**src/rtl/clk_out_dis_pkg.sv**
```systemverilog
package clk_out_dis_pkg;
  localparam int DIS_W    = 3;
  localparam int FREE_W   = 2;
  localparam int IDX_XTAL = 0;
  localparam int IDX_MID  = 1;
  localparam int IDX_LOW  = 2;

  typedef struct packed {
    logic loadFree;
    logic loadLow;
    logic clearLow;
  } disStrobe_t;
endpackage

```
**src/rtl/clk_out_dis_ctrl.sv**
```systemverilog
module clk_out_dis_ctrl
  import clk_out_dis_pkg::*;
(
  input  logic       clk,
  input  logic       rstN,
  input  logic       wrEn,
  input  logic       swResetA,
  input  logic       swResetB,
  output disStrobe_t strobe
);
  logic lockQ;
  logic swClear;

  assign swClear = swResetA | swResetB;

  always_comb begin
    strobe.loadFree = wrEn;
    strobe.clearLow = swClear;
    strobe.loadLow  = wrEn & ~lockQ & ~swClear;
  end

  always_ff @(posedge clk or negedge rstN) begin
    if (!rstN)        lockQ <= 1'b0;
    else if (swClear) lockQ <= 1'b0;
    else if (wrEn)    lockQ <= 1'b1;
  end
endmodule

```
**src/rtl/clk_out_dis_dp.sv**
```systemverilog
module clk_out_dis_dp
  import clk_out_dis_pkg::*;
(
  input  logic             clk,
  input  logic             rstN,
  input  disStrobe_t       strobe,
  input  logic [DIS_W-1:0] wrData,
  output logic [DIS_W-1:0] disQ,
  output logic [DIS_W-1:0] oeQ
);
  logic [DIS_W-1:0] disNext;

  for (genvar i = 0; i < FREE_W; i++) begin : g_free
    assign disNext[i] = strobe.loadFree ? wrData[i] : disQ[i];
  end

  always_comb begin
    if (strobe.clearLow)     disNext[IDX_LOW] = 1'b0;
    else if (strobe.loadLow) disNext[IDX_LOW] = wrData[IDX_LOW];
    else                     disNext[IDX_LOW] = disQ[IDX_LOW];
  end

  always_ff @(posedge clk or negedge rstN) begin
    if (!rstN) begin
      disQ <= '0;
      oeQ  <= '1;
    end else begin
      disQ <= disNext;
      oeQ  <= ~disNext;
    end
  end
endmodule

```
**src/rtl/clk_out_dis_reg.sv**
```systemverilog
module clk_out_dis_reg
  import clk_out_dis_pkg::*;
(
  input  logic             clk,
  input  logic             rstN,
  input  logic             wrEn,
  input  logic [DIS_W-1:0] wrData,
  input  logic             swResetA,
  input  logic             swResetB,
  output logic [DIS_W-1:0] rdData,
  output logic             oeXtal,
  output logic             oeMid,
  output logic             oeLow
);
  disStrobe_t       strobe;
  logic [DIS_W-1:0] oeQ;

  clk_out_dis_ctrl ctrl_i (
    .clk(clk), .rstN(rstN), .wrEn(wrEn),
    .swResetA(swResetA), .swResetB(swResetB), .strobe(strobe)
  );

  clk_out_dis_dp dp_i (
    .clk(clk), .rstN(rstN), .strobe(strobe),
    .wrData(wrData), .disQ(rdData), .oeQ(oeQ)
  );

  assign oeXtal = oeQ[IDX_XTAL];
  assign oeMid  = oeQ[IDX_MID];
  assign oeLow  = oeQ[IDX_LOW];
endmodule

```
**config.mk**
```make
export PLATFORM = sky130hd
export DESIGN_NAME = clk_out_dis_reg
export DESIGN_NICKNAME = d
export VERILOG_FILES = /design/src/rtl/clk_out_dis_pkg.sv /design/src/rtl/clk_out_dis_ctrl.sv /design/src/rtl/clk_out_dis_dp.sv /design/src/rtl/clk_out_dis_reg.sv
export SDC_FILE = /design/constraint.sdc
export NUM_CORES = 1
export LEC_CHECK = 0
export ABC_AREA = 1
export BUFFER_PORTS_ARGS = -buffer_cell sky130_fd_sc_hd__buf_2
export CAP_MARGIN = 20
export CORE_AREA = 5 5 42 44
export CTS_BUF_LIST = sky130_fd_sc_hd__clkbuf_16
export DETAILED_ROUTE_END_ITERATION = 8
export DIE_AREA = 0 0 47 49
export GPL_ROUTABILITY_DRIVEN = 1
export RECOVER_POWER = 25
export SLEW_MARGIN = 15
export SYNTH_ARGS = -nofsm -noshare
export SYNTH_HDL_FRONTEND = slang
export SYNTH_SLANG_ARGS = --single-unit
```
**constraint.sdc**
```tcl
create_clock -name clk -period 0.9 [get_ports clk]
set_input_delay 0.09 -clock clk [delete_from_list [all_inputs] [get_ports clk]]
set_output_delay 0.09 -clock clk [all_outputs]
set_load 0.01 [all_outputs]
```
==> impl_results.md <==
* Total placed cells including tap cells at 55
* Total routing resource utilization after global routing at 0.0603
* Sequence of cells on the critical path: buf_6
* Cell Pwr Density at 2590 mW/mm^2
* Number of buffers added by the clock tree synthesis step at 3
* Final worst path period need at 0.929 ns
* Count of final setup violators at 3
* Cell area after synthesis at 270 um^2
* Cell count after synthesis at 26
* Sequential cell area fraction in the yosys report at 0.662
* Critical Setup Path Class: flop to output pin
* Count of buffering cells on the critical path with inverters included at 1
* Ports at 14
* DRC violations left at 0
* Antenna diode instance count at 0
* Area growth from synthesis to layout at 70.8%
* Clock transition at the registers of the reported paths at 0.04 ns
* Slowest-stage cell, CP: dfstp_2
* Total of flip-flops plus latches after synthesis at 7
* Endpoint of the worst register-to-register path: dp_i.disQ[2]
* Slew Limit Fails at 0
* Dominant delay contributor by cell family on the critical path: flip-flops
* HPWL after DPL at 451 um
* Final worst clock skew at 0.000290 ns
* Area of the die at 0.00230 mm^2
* Initial Utilization at 0.193
* Yosys Warn Count at 0
* Fin. Hold Viols at 0
* Share of final-layout standard cells stronger than drive strength 1 at 0.500
* Slack of the worst reg-to-reg path at 0.12 ns
* Post-Synthesis Net Count at 34
* DP Area at 355 um^2
* Iteration count of the initial detailed-routing pass at 2
* Port Buffers at 13
* Die Wd at 47 um
* Run status: complete, but fails checks
* Critical Path Sink Type: output pin
* Clock latency on the worst-skew pair at 0.23 ns
* RR Startpoint: ctrl_i.lockQ
* Critical path destination: oeMid
* Slew at the pin with the worst max-slew slack at 0.374 ns
* Antenna violations before repair at 0
* Worst setup SP type: flop
* Pin count of the biggest net entering global routing at 8
* Overall power of the completed layout at 1.19 mW
* Worst rel slew slack at 0.751
* Number of library cell types mapped by synthesis at 11
* Core box area at 0.00140 mm^2
* Final cycle utilization of the critical path at 1.03
* CP Launch Point: dp_i.oeQ[1]
* Routed wirelength normalized by instance count at 9.65 um
* Fmax at 1080 MHz
* Remaining antenna violation count after routing at 0
* Max-Cap Viols at 0
* Commonest cells after routing, fill and taps aside: 9 x buf_2, 5 x inv_1, 5 x nand2_1
* Worst r2r path cells at 4
* Cell at the root of the clock tree: clkbuf_16
* Critical path arrival at 0.84 ns
* TritonCTS Sinks at 7
* Data required time at the worst endpoint at 0.81 ns
* Stages on worst setup path at 1
* Hold crit path type: input pin to flop
* Mean post-synth cell area at 10.4 um^2
* Net count of the finished layout at 53
* Setup ws final at -0.0291 ns
* Site Rows at 14
* Biggest fanout along the worst timing path at 1
* Final weighted congestion in routability-driven placement at 0.589
* CP max stage delay at 0.52 ns
* Most common cell after layout, fill and taps aside: buf_2
* Static leakage at 0.241 nW
* Final routed wirelength across all metal layers at 579 um
* Buffer levels on the longest clock path at 2
* Failing checks: negative setup slack
* Number of vias in the routed layout at 229
* Number of global-route vias before repair at 249
* Aggregate global routing overflow at 0
* CTS HTree Levels at 1
* Post-Layout Cell Count at 60
* Maximum vdd drop at 0.937 mV
* Clock tree from TritonCTS: done
* Height of the die at 49 um
* Violation count after the first detailed-route iteration at 1
* Global-route wire length before repair at 910 um
* Number of post-CTS setup repair buffers at 0
* Routed vias/inst at 3.82
* Unrepaired setup endpoints after global routing: true
* Post-route cell area at 462 um^2
[synthesized netlist by cell type]
| cell type | instances | share of area |
|---|---|---|
| nand2_2 | 2 | 0.046 |
| a21oi_1 | 1 | 0.019 |
| inv_1 | 4 | 0.056 |
| nand3_1 | 2 | 0.037 |
| nand2_1 | 5 | 0.069 |
| dfrtp_1 | 4 | 0.37 |
| o21a_1 | 1 | 0.028 |
| nor2_1 | 2 | 0.028 |
| dfstp_2 | 3 | 0.29 |
| inv_2 | 1 | 0.014 |
| o21bai_2 | 1 | 0.042 |
[metrics by stage]
step	setup TNS (ns)	setup slack, ns	hold WS, ns	utilization
after global routing	-0.132	-0.0508	0.109	0.329
after floorplan	0	0.168	-0.206	-
after global placement	0	0.152	-0.0748	0.254
after detailed placement	0	0.124	-0.0703	0.254
after CTS	-0.106	-0.0390	0.0886	0.330
final	-0.0788	-0.0291	0.0900	0.329
[what timing repair did]
| item | 4_1_cts | 5_1_grt |
|---|---|---|
| endpoints found under the setup margin | 3 | 3 |
| gates resized for setup | 3 | 0 |
| hold endpoints to repair | 7 | 0 |
| gates cloned | 0 | 0 |
| hold buffers | 1 | 0 |
[routing by layer]
metal | wire length, um | GRT usage
met3 | 46 | 0.0332
met1 | 210 | 0.0562
met4 | 0 | 0.0553
met2 | 322 | 0.0882
met5 | 0 | 0
[how the worst min path moves through the flow]
stage                         start            to  slack [ns]  cells after the start
after floorplan                rstN  ctrl_i.lockQ       -0.21                      0
after global placement         rstN  dp_i.disQ[0]       -0.07                      1
after detailed placement       rstN  dp_i.disQ[0]       -0.07                      1
after CTS                 wrData[1]  dp_i.disQ[1]        0.09                      3
after global routing      wrData[0]  dp_i.disQ[0]        0.11                      3
final                     wrData[1]  dp_i.disQ[1]        0.09                      3
[registers in the layout (all words and copies together), names as in the netlist]
signal	count
dp_i.disQ	3
dp_i.oeQ	3
ctrl_i.lockQ	1
[logic make-up after synthesis]
logic type	after synthesis	share of synthesized area
AO/OA/AOI/OAI	3	0.0880
buffers and inverters	5	0.0694
flip-flops	7	0.662
AND/OR/NAND/NOR	11	0.181
[report_power, final]
group          total [mW]  switching (mW)  leakage [nW]  internal (mW)
logic               0.104          0.0510         0.115         0.0527
registers           0.357          0.0109        0.0829          0.346
clock network       0.734           0.158        0.0423          0.577
[cell type report]
class	instances	area, um^2
Fill cell	148	940
Sequential cell	7	179
Timing Repair Buffer	14	92.6
Clock buffer	3	75.1
Multi-Input combinational cell	14	72.6
Tap cell	16	20.0
Clock inverter	1	3.75
Inverter	5	18.8
Note: power is estimated with default switching activity, not from simulation.
